**src/rtl/irq_csr_pkg.sv**
```systemverilog
// Package: view selector codes and the fixed legal-bit masks (12-bit form,
// zero-extended by users). Assumes the standard interrupt bit layout.
package irq_csr_pkg;

    typedef enum logic [2:0] {
        VIEW_M_EN   = 3'd0,
        VIEW_M_PEND = 3'd1,
        VIEW_DELEG  = 3'd2,
        VIEW_S_EN   = 3'd3,
        VIEW_S_PEND = 3'd4,
        VIEW_H_EN   = 3'd5,
        VIEW_H_PEND = 3'd6,
        VIEW_NONE   = 3'd7
    } irq_view_e;

    localparam int LOW_BITS = 12;

    localparam logic [LOW_BITS-1:0] LVL_SUP    = 12'h222; // bits 1,5,9
    localparam logic [LOW_BITS-1:0] LVL_VSUP   = 12'h444; // bits 2,6,10
    localparam logic [LOW_BITS-1:0] LVL_MACH   = 12'h888; // bits 3,7,11
    localparam logic [LOW_BITS-1:0] ANY_LEVEL  = LVL_SUP | LVL_VSUP | LVL_MACH;
    localparam logic [LOW_BITS-1:0] DELEGABLE  = LVL_SUP | LVL_VSUP;
    localparam logic [LOW_BITS-1:0] SUP_PEND_W = 12'h103; // bits 0,1,8

endpackage

```
**src/rtl/irq_view_decode.sv**
```systemverilog
// View decoder: maps one access to a read value and per-register bit write
// enables. Purely combinational; assumes XLEN >= 12 and that at most one
// backing register is written per access.
module irq_view_decode
    import irq_csr_pkg::*;
#(
    parameter int XLEN = 32
) (
    input  logic            valid,
    input  logic [2:0]      sel,
    input  logic            virt,
    input  logic [XLEN-1:0] wdata,
    input  logic [XLEN-1:0] wmask,
    input  logic [XLEN-1:0] cur_en,
    input  logic [XLEN-1:0] cur_pend,
    input  logic [XLEN-1:0] cur_deleg,
    input  logic [XLEN-1:0] claim,
    output logic [XLEN-1:0] rdata,
    output logic [XLEN-1:0] en_we,
    output logic [XLEN-1:0] pend_we,
    output logic [XLEN-1:0] deleg_we,
    output logic [XLEN-1:0] wval,
    output logic            deleg_touch
);
    localparam int PADW = XLEN - LOW_BITS;
    localparam logic [XLEN-1:0] M_SUP   = {{PADW{1'b0}}, LVL_SUP};
    localparam logic [XLEN-1:0] M_VSUP  = {{PADW{1'b0}}, LVL_VSUP};
    localparam logic [XLEN-1:0] M_ANY   = {{PADW{1'b0}}, ANY_LEVEL};
    localparam logic [XLEN-1:0] M_DLG   = {{PADW{1'b0}}, DELEGABLE};
    localparam logic [XLEN-1:0] M_SPW   = {{PADW{1'b0}}, SUP_PEND_W};

    logic [XLEN-1:0] sw_free;
    irq_view_e       view;

    assign sw_free = ~claim;
    assign view    = irq_view_e'(sel);

    // Select the read view and the legal write bits for the addressed view.
    always_comb begin
        rdata       = '0;
        en_we       = '0;
        pend_we     = '0;
        deleg_we    = '0;
        wval        = wdata;
        deleg_touch = 1'b0;
        if (valid) begin
            case (view)
                VIEW_M_EN: begin
                    rdata = cur_en;
                    en_we = wmask & M_ANY;
                end
                VIEW_M_PEND: begin
                    rdata   = cur_pend;
                    pend_we = wmask & M_DLG & sw_free;
                end
                VIEW_DELEG: begin
                    rdata       = cur_deleg;
                    deleg_we    = wmask & M_DLG;
                    deleg_touch = |wmask;
                end
                VIEW_S_EN: begin
                    if (virt) begin
                        rdata = (cur_en & cur_deleg & M_VSUP) >> 1;
                        en_we = (wmask << 1) & M_VSUP;
                        wval  = wdata << 1;
                    end else begin
                        rdata = cur_en & cur_deleg;
                        en_we = wmask & M_SUP;
                    end
                end
                VIEW_S_PEND: begin
                    if (virt) begin
                        rdata   = (cur_pend & cur_deleg & M_VSUP) >> 1;
                        pend_we = ((wmask & M_SPW) << 1) & M_VSUP & cur_deleg & sw_free;
                        wval    = wdata << 1;
                    end else begin
                        rdata   = cur_pend & cur_deleg;
                        pend_we = wmask & M_SPW & M_DLG & cur_deleg & sw_free;
                    end
                end
                VIEW_H_EN: begin
                    rdata = cur_en & M_VSUP;
                    en_we = wmask & M_VSUP;
                end
                VIEW_H_PEND: begin
                    rdata   = cur_pend & M_VSUP;
                    pend_we = wmask & M_VSUP & sw_free;
                end
                default: begin
                    rdata = '0;
                end
            endcase
        end
    end

endmodule

```
**src/rtl/irq_mask_reg.sv**
```systemverilog
// Bit-masked register: updates only enabled bits, and optionally ORs a fixed
// pattern in on a touch. Assumes FORCE_BITS is a constant.
module irq_mask_reg #(
    parameter int              XLEN       = 32,
    parameter logic [XLEN-1:0] FORCE_BITS = '0
) (
    input  logic            clk,
    input  logic            rst_n,
    input  logic [XLEN-1:0] we,
    input  logic [XLEN-1:0] wval,
    input  logic            touch,
    output logic [XLEN-1:0] q
);
    logic [XLEN-1:0] force_v;

    generate
        if (FORCE_BITS != '0) begin : g_force
            assign force_v = touch ? FORCE_BITS : '0;
        end else begin : g_noforce
            assign force_v = '0;
        end
    endgenerate

    // Merge enabled write bits into the held value, then apply forcing.
    always_ff @(posedge clk) begin
        if (!rst_n) begin
            q <= '0;
        end else begin
            q <= (q & ~we) | (wval & we) | force_v;
        end
    end

endmodule

```
**src/rtl/irq_pend_reg.sv**
```systemverilog
// Pending register: claimed bits copy their hardware source every cycle,
// unclaimed bits take software writes. Assumes write enables already
// exclude claimed bits, but claim still has priority here.
module irq_pend_reg #(
    parameter int XLEN = 32
) (
    input  logic            clk,
    input  logic            rst_n,
    input  logic [XLEN-1:0] we,
    input  logic [XLEN-1:0] wval,
    input  logic [XLEN-1:0] hw_src,
    input  logic [XLEN-1:0] hw_own,
    output logic [XLEN-1:0] q
);
    logic [XLEN-1:0] sw_next;

    assign sw_next = (q & ~we) | (wval & we);

    // Per bit, hardware ownership wins over the software path.
    always_ff @(posedge clk) begin
        if (!rst_n) begin
            q <= '0;
        end else begin
            q <= (sw_next & ~hw_own) | (hw_src & hw_own);
        end
    end

endmodule

```
**src/rtl/irq_csr_file.sv**
```systemverilog
// Top: interrupt enable/pending/delegation register file with machine,
// supervisor and hypervisor views. Single-cycle access, old value returned
// combinationally. Assumes XLEN >= 12.
module irq_csr_file
    import irq_csr_pkg::*;
#(
    parameter int XLEN    = 32,
    parameter bit HAS_HYP = 1'b1
) (
    input  logic            clk,
    input  logic            rst_n,
    input  logic            req_valid,
    input  logic [2:0]      req_sel,
    input  logic [XLEN-1:0] req_wdata,
    input  logic [XLEN-1:0] req_wmask,
    input  logic            virt_on,
    input  logic [XLEN-1:0] hw_pend,
    input  logic [XLEN-1:0] hw_claim,
    output logic [XLEN-1:0] rd_data,
    output logic [XLEN-1:0] irq_enable,
    output logic [XLEN-1:0] irq_pending,
    output logic [XLEN-1:0] irq_deleg
);
    localparam logic [XLEN-1:0] DLG_FORCE =
        HAS_HYP ? {{(XLEN-LOW_BITS){1'b0}}, LVL_VSUP} : '0;

    logic [XLEN-1:0] en_we, pend_we, deleg_we, wval;
    logic            deleg_touch;

    irq_view_decode #(.XLEN(XLEN)) u_dec (
        .valid      (req_valid),
        .sel        (req_sel),
        .virt       (virt_on),
        .wdata      (req_wdata),
        .wmask      (req_wmask),
        .cur_en     (irq_enable),
        .cur_pend   (irq_pending),
        .cur_deleg  (irq_deleg),
        .claim      (hw_claim),
        .rdata      (rd_data),
        .en_we      (en_we),
        .pend_we    (pend_we),
        .deleg_we   (deleg_we),
        .wval       (wval),
        .deleg_touch(deleg_touch)
    );

    irq_mask_reg #(.XLEN(XLEN), .FORCE_BITS('0)) u_en (
        .clk  (clk),
        .rst_n(rst_n),
        .we   (en_we),
        .wval (wval),
        .touch(1'b0),
        .q    (irq_enable)
    );

    irq_mask_reg #(.XLEN(XLEN), .FORCE_BITS(DLG_FORCE)) u_deleg (
        .clk  (clk),
        .rst_n(rst_n),
        .we   (deleg_we),
        .wval (wval),
        .touch(deleg_touch),
        .q    (irq_deleg)
    );

    irq_pend_reg #(.XLEN(XLEN)) u_pend (
        .clk   (clk),
        .rst_n (rst_n),
        .we    (pend_we),
        .wval  (wval),
        .hw_src(hw_pend),
        .hw_own(hw_claim),
        .q     (irq_pending)
    );

endmodule

```
**config.mk**
```make
export PLATFORM = sky130hd
export DESIGN_NAME = irq_csr_file
export DESIGN_NICKNAME = d
export VERILOG_FILES = /design/src/rtl/irq_csr_pkg.sv /design/src/rtl/irq_view_decode.sv /design/src/rtl/irq_mask_reg.sv /design/src/rtl/irq_pend_reg.sv /design/src/rtl/irq_csr_file.sv
export SDC_FILE = /design/constraint.sdc
export NUM_CORES = 1
export LEC_CHECK = 0
export BUFFER_PORTS_ARGS = -buffer_cell sky130_fd_sc_hd__buf_2
export CELL_PAD_IN_SITES_DETAIL_PLACEMENT = 0
export CELL_PAD_IN_SITES_GLOBAL_PLACEMENT = 2
export CORE_MARGIN = 10
export CORE_UTILIZATION = 19
export DETAILED_ROUTE_END_ITERATION = 12
export GPL_TIMING_DRIVEN = 0
export PLACE_DENSITY_LB_ADDON = 0.1
export RECOVER_POWER = 100
export SYNTH_ARGS = -nofsm -noshare
export SYNTH_HDL_FRONTEND = slang
export SYNTH_SLANG_ARGS = --single-unit
```
**constraint.sdc**
```tcl
create_clock -name clk -period 1.61 [get_ports clk]
set_input_delay 0.161 -clock clk [delete_from_list [all_inputs] [get_ports clk]]
set_output_delay 0.161 -clock clk [all_outputs]
set_load 0.005 [all_outputs]
```
* After elaboration in Yosys (flattened, before gate mapping)
Cells that the tools add are included.
Widths: inputs -> output; s select.
** Word-level totals
- Flip-flop bits (word level) :: 96
- Bits of input ports :: 135
- Output and inout port bits :: 128
- Logic and storage cells :: 55
** Cells by class
- Eq/ne operators :: 6
- Mux-type cells :: 18
- Bitwise logic cells :: 25
- Reduce and logical (&&, ||, !) cells :: 3
** Operator list (number)
- $and 32x32->32 :: 10
- $mux 32 :: 8
- $pmux 32 s7 :: 1
- $or 32x32->32 :: 5
- $pmux 32 s3 :: 1
- $and 11x32->32 :: 2
- $not 32->32 :: 2
- $mux 11 :: 4
- $pmux 12 s3 :: 1
- $and 2x32->32 :: 1
- $and 3x32->32 :: 1
- $and 32x11->32 :: 1
- $and 32x12->32 :: 1
- $not 11->32 :: 1
- $not 12->32 :: 1
- $reduce_or 32->1 :: 1
- $mux 12 :: 1
- $eq 3x3->1 const B :: 3
- $eq 3x2->1 const B :: 2
- $eq 3x1->1 const B :: 1
- $logic_not 3->1 :: 1
- $mux 1 :: 2
- $reduce_or 2->1 :: 1

* Logic depth before layout (Yosys ltp)
- Word-level depth :: 10
- Depth in mapped cells :: 7
- Mapped depth without buffers :: 4

* By module
From an unflattened synthesis, not the netlist that was laid out.
** Second synthesis, totals
- Cell total of the unflattened synthesis :: 786
- Area total of the unflattened synthesis :: 7239.4 sq um
** By module, submodules not included
- irq_view_decode :: instances 1, cells each 456, area an instance 3178.0 sq um, seq. area each 0.0 sq um
- irq_pend_reg :: instances 1, cells each 131, area an instance 1649.1 sq um, seq. area each 640.6 sq um
- irq_mask_reg at u_en :: instances 1, cells each 99, area an instance 1213.7 sq um, seq. area each 640.6 sq um
- irq_mask_reg at u_deleg :: instances 1, cells each 99, area an instance 1194.9 sq um, seq. area each 640.6 sq um
- irq_csr_file :: instances 1, cells each 1, area an instance 3.8 sq um, seq. area each 0.0 sq um

* Worst setup path after synthesis
Ideal clock, no wire load.
- Path kind :: input -> register
- Start :: in req_sel[0]
- End :: reg with a tool-made name
- Setup time :: 0.141 ns
- Arrival time :: 1.292 ns
- Data required time :: 1.469 ns
- Path slack :: 0.177 ns
- Cell stages on the path :: 5
- Cells stage by stage :: buf_6 or3b_4 a21oi_4 mux2i_1 a311oi_1
** RTL lines
- from (decl) :: line irq_csr_file.sv:13 : input logic [2:0] req_sel,

* Final worst setup path
- Start :: reg u_deleg.q[2]
- End :: out rd_data[2]
** On the way
- Longest elaborated chain between the ends :: 4
- Elaborated cells on any way between the ends :: 6
** Ends and longest elaborated chain
- from (decl) :: line irq_mask_reg.sv:12 : output logic [XLEN-1:0] q
- from (signal assigned) :: line irq_mask_reg.sv:29 : q <= (q & ~we) | (wval & we) | force_v;
- $and 32x32->32 (on tied branches)
- $mux 32 (on tied branches) :: line irq_view_decode.sv:72, irq_view_decode.sv:62
- $pmux 32 s7 (*) :: line irq_view_decode.sv:47 : case (view)
- $mux 32 (*) :: line irq_view_decode.sv:46 : if (valid) begin
- to (decl) :: line irq_csr_file.sv:19 : output logic [XLEN-1:0] rd_data,
Mark *: on every way between the ends. The rest lies on a longest branch, timed or not.

==> flow_summary.toml <==
[status]
status = "finished clean"

[placement]
place_congestion = 0.769
port_buffers = 190
dp_hpwl_mm = 12.5
dp_slack_ns = -0.569
placed_cells = 834
placed_cell_area_sq_um = 4510

[setup_path]
crit_buf_inv = 1
worstPathCellList = "nor2b_1 > o211ai_1 > a21o_1 > a31oi_4 > buf_2"
path_max_fanout = 6
worst-r2r-cell-count = 4
rrSetupSlack_ns = 0.39
critPathCapture = "rd_data[2]"
slowest_delay_ns = 0.38
cp_data_arrival_time_ns = 1.43
cp.depth = 5
crit_start = "u_deleg.q[2]"
end_kind = "output port"
cp-start-kind = "flip-flop"
cp.required_ns = 1.45
crit_type = "flip-flop to output port"
crit_family = "compound AO/OA/AOI/OAI gates"
cp_slowest_cell = "dfxtp_4"

[yosys]
synth_area_per_cell_sq_um = 8.19
synth_edf_count = 0
synth.distinct_cells = 49
synth_cells = 380
synth_seq_cells = 47
async_flop_share = 0
synth_warnings = 0
ys.flop_type = "dfxtp_1"
yosysSeqAreaShare = 0.302
synth_area_sq_um = 3110

[grt]
overflow = 0
grt_pass1_vias = 3814
use_met1 = 0.147
grt-busiest-layer = "met2"
met2_usage = 0.223
track_usage = 0.132
antenna_found_initial = 3
grt.met3_usage = 0.0562
grt_start_max_net_pins = 18
grt_pass1_wl_mm = 22.4

[clock_tree]
tritoncts = "built"
clkTransAtPathRegs_ns = 0.08
cts.sinks = 47
clk_latency_ns = 0.30
cts_buffers = 5
ctsHoldBuffers = 0
htreeDepth = 2
root_buffer = "clkbuf_16"
cts_buffer_depth = 2

[floorplan]
fp.dieH_microns = 148
core_region_area_sq_um = 15900
die_x_microns = 148
pin_count = 263
row_count = 46
start_util = 0.195
die_area_sq_um = 21900

[sta]
fmax_mhz = 628
slew_violations = 0
fin_crit_sh = 0.989
slew_headroom = 0.485
finalWorstSetupSlack_ns = 0.0173
finalSetupViolCount = 0
period_minus_slack_ns = 1.59
tightest_slew_ns = 0.770
finalHoldViolations = 0
setup-tns-final_ns = 0
grt_setup_unrepaired = "true"
skew_ns = 0.000844

[finish]
regArea_sq_um = 953
utilization = 0.305
multi_input_area_sq_um = 1990
stdcell_count = 850
layout-drive-gt1-share = 0.406
areaGrowthSynthToFinish_pct = 56.2
design_area_sq_um = 4860
fin_nets = 767
nFillCells = 1764

[pwr]
ir_worst_vdd_mv = 0.365
power_density_nw_per_um2 = 640
p_leak_nw = 2.28

[route]
avgRoutedWirePerCell_microns = 17.6
drt_first_pass_iters = 4
via_per_inst = 4.16
vias = 3539
ant_nets = 0
drtIter0Drc = 114
wirelength_mm = 15.0
drc = 0

[worst_hold_path]
hp-class = "primary input to flip-flop"
worstHoldPathCells = 3

[flow_run]
drv_cap = 0
-- worst min-delay path by stage --
stage / endpoint / slack, ns / startpoint
4_1_cts: flip-flop / 0.08 / hw_pend[23]
3_3_place_gp: flip-flop / 0.39 / hw_pend[27]
5_1_grt: flip-flop / 0.1 / hw_pend[13]
6_report: flip-flop / 0.09 / hw_pend[15]
2_1_floorplan: flip-flop / 0.27 / req_wmask[1]
3_5_place_dp: flip-flop / 0.40 / hw_pend[23]
-- power breakdown --
group          internal, W  switching, W
Sequential         0.00122     0.0000535
Clock             0.000594      0.000535
Combinational     0.000358      0.000352
Total              0.00217      0.000940
-- cells by family (layout without fill, tap and decap cells) --
family | after synthesis | count (layout) | share of synthesized area
flops | 47 | 47 | 0.302
xor+xnor | 1 | 1 | 0.00282
compound gates | 77 | 77 | 0.163
mux | 40 | 40 | 0.131
other cells | 1 | 50 | 0.00121
buf+inv | 74 | 279 | 0.154
simple gates | 140 | 140 | 0.245
-- layout by cell type (no fill, tap or decap), types with 4 or more instances in the layout --
cell / netlist / routed
buf_2: 8 / 147
buf_4: 49 / 55
clkbuf_1: 10 / 50
conb_1: 1 / 49
dfxtp_1: 47 / 43
mux2i_1: 34 / 34
nor2_1: 36 / 34
nand2_1: 27 / 26
a21oi_1: 26 / 25
and2_1: 23 / 23
o21ai_0: 14 / 12
a311oi_1: 9 / 9
nand2b_1: 9 / 8
nor4_1: 8 / 8
mux2_2: 6 / 6
buf_6: 1 / 5
nand3_1: 5 / 5
inv_1: 5 / 5
clkbuf_16: 0 / 5
nand3b_1: 4 / 4
nor3b_1: 6 / 4
nor3_1: 4 / 4
-- cell type report --
type / instances / share of cell area
antenna: 1 / 0.000515
buffer: 68 / 0.105
clock buffer: 5 / 0.0258
clock inverter: 3 / 0.00567
inverter: 5 / 0.00386
multi-input combinational: 307 / 0.409
sequential: 47 / 0.196
tap: 216 / 0.0556
timing repair buffer: 198 / 0.198
-- stage by stage --
| stage | hold WS (ns) | power, W |
|---|---|---|
| after global routing | 0.0968 | 0.00330 |
| after CTS | 0.0791 | 0.00316 |
| after global placement | 0.395 | 0.00197 |
| after detailed placement | 0.405 | 0.00198 |
| after floorplan | 0.271 | 0.00165 |
| final | 0.0860 | 0.00311 |
-- synthesized netlist by cell type, types with 8 or more instances --
master,instances,area share
a21oi_1,26,0.042
a311oi_1,9,0.025
and2_1,23,0.046
buf_2,8,0.013
buf_4,49,0.12
clkbuf_1,10,0.012
dfxtp_1,47,0.30
mux2i_1,34,0.11
nand2_1,27,0.033
nand2b_1,9,0.018
nor2_1,36,0.043
nor4_1,8,0.016
o21ai_0,14,0.023
-- worst reg2reg max path, stage by stage, from the launching register on --
cell       delay (ns)
dfxtp_2          0.38
nand4bb_4        0.14
a211oi_1         0.32
nand3b_1         0.13
a31oi_1          0.18
-- metal layers --
layer	wire length [microns]	vias to the layer above
met5	13	-
met4	275	2
met3	1310	18
met2	7340	158
met1	6060	1609
li1	-	1752
-- timing repair --
item                       4_1_cts  5_1_grt
setup buffers                    2        5
resized for setup               33       26
pin swaps                        4        5
cloned                           0        1
setup endpoints to repair       32       29
(Power assumes the default switching activity.)
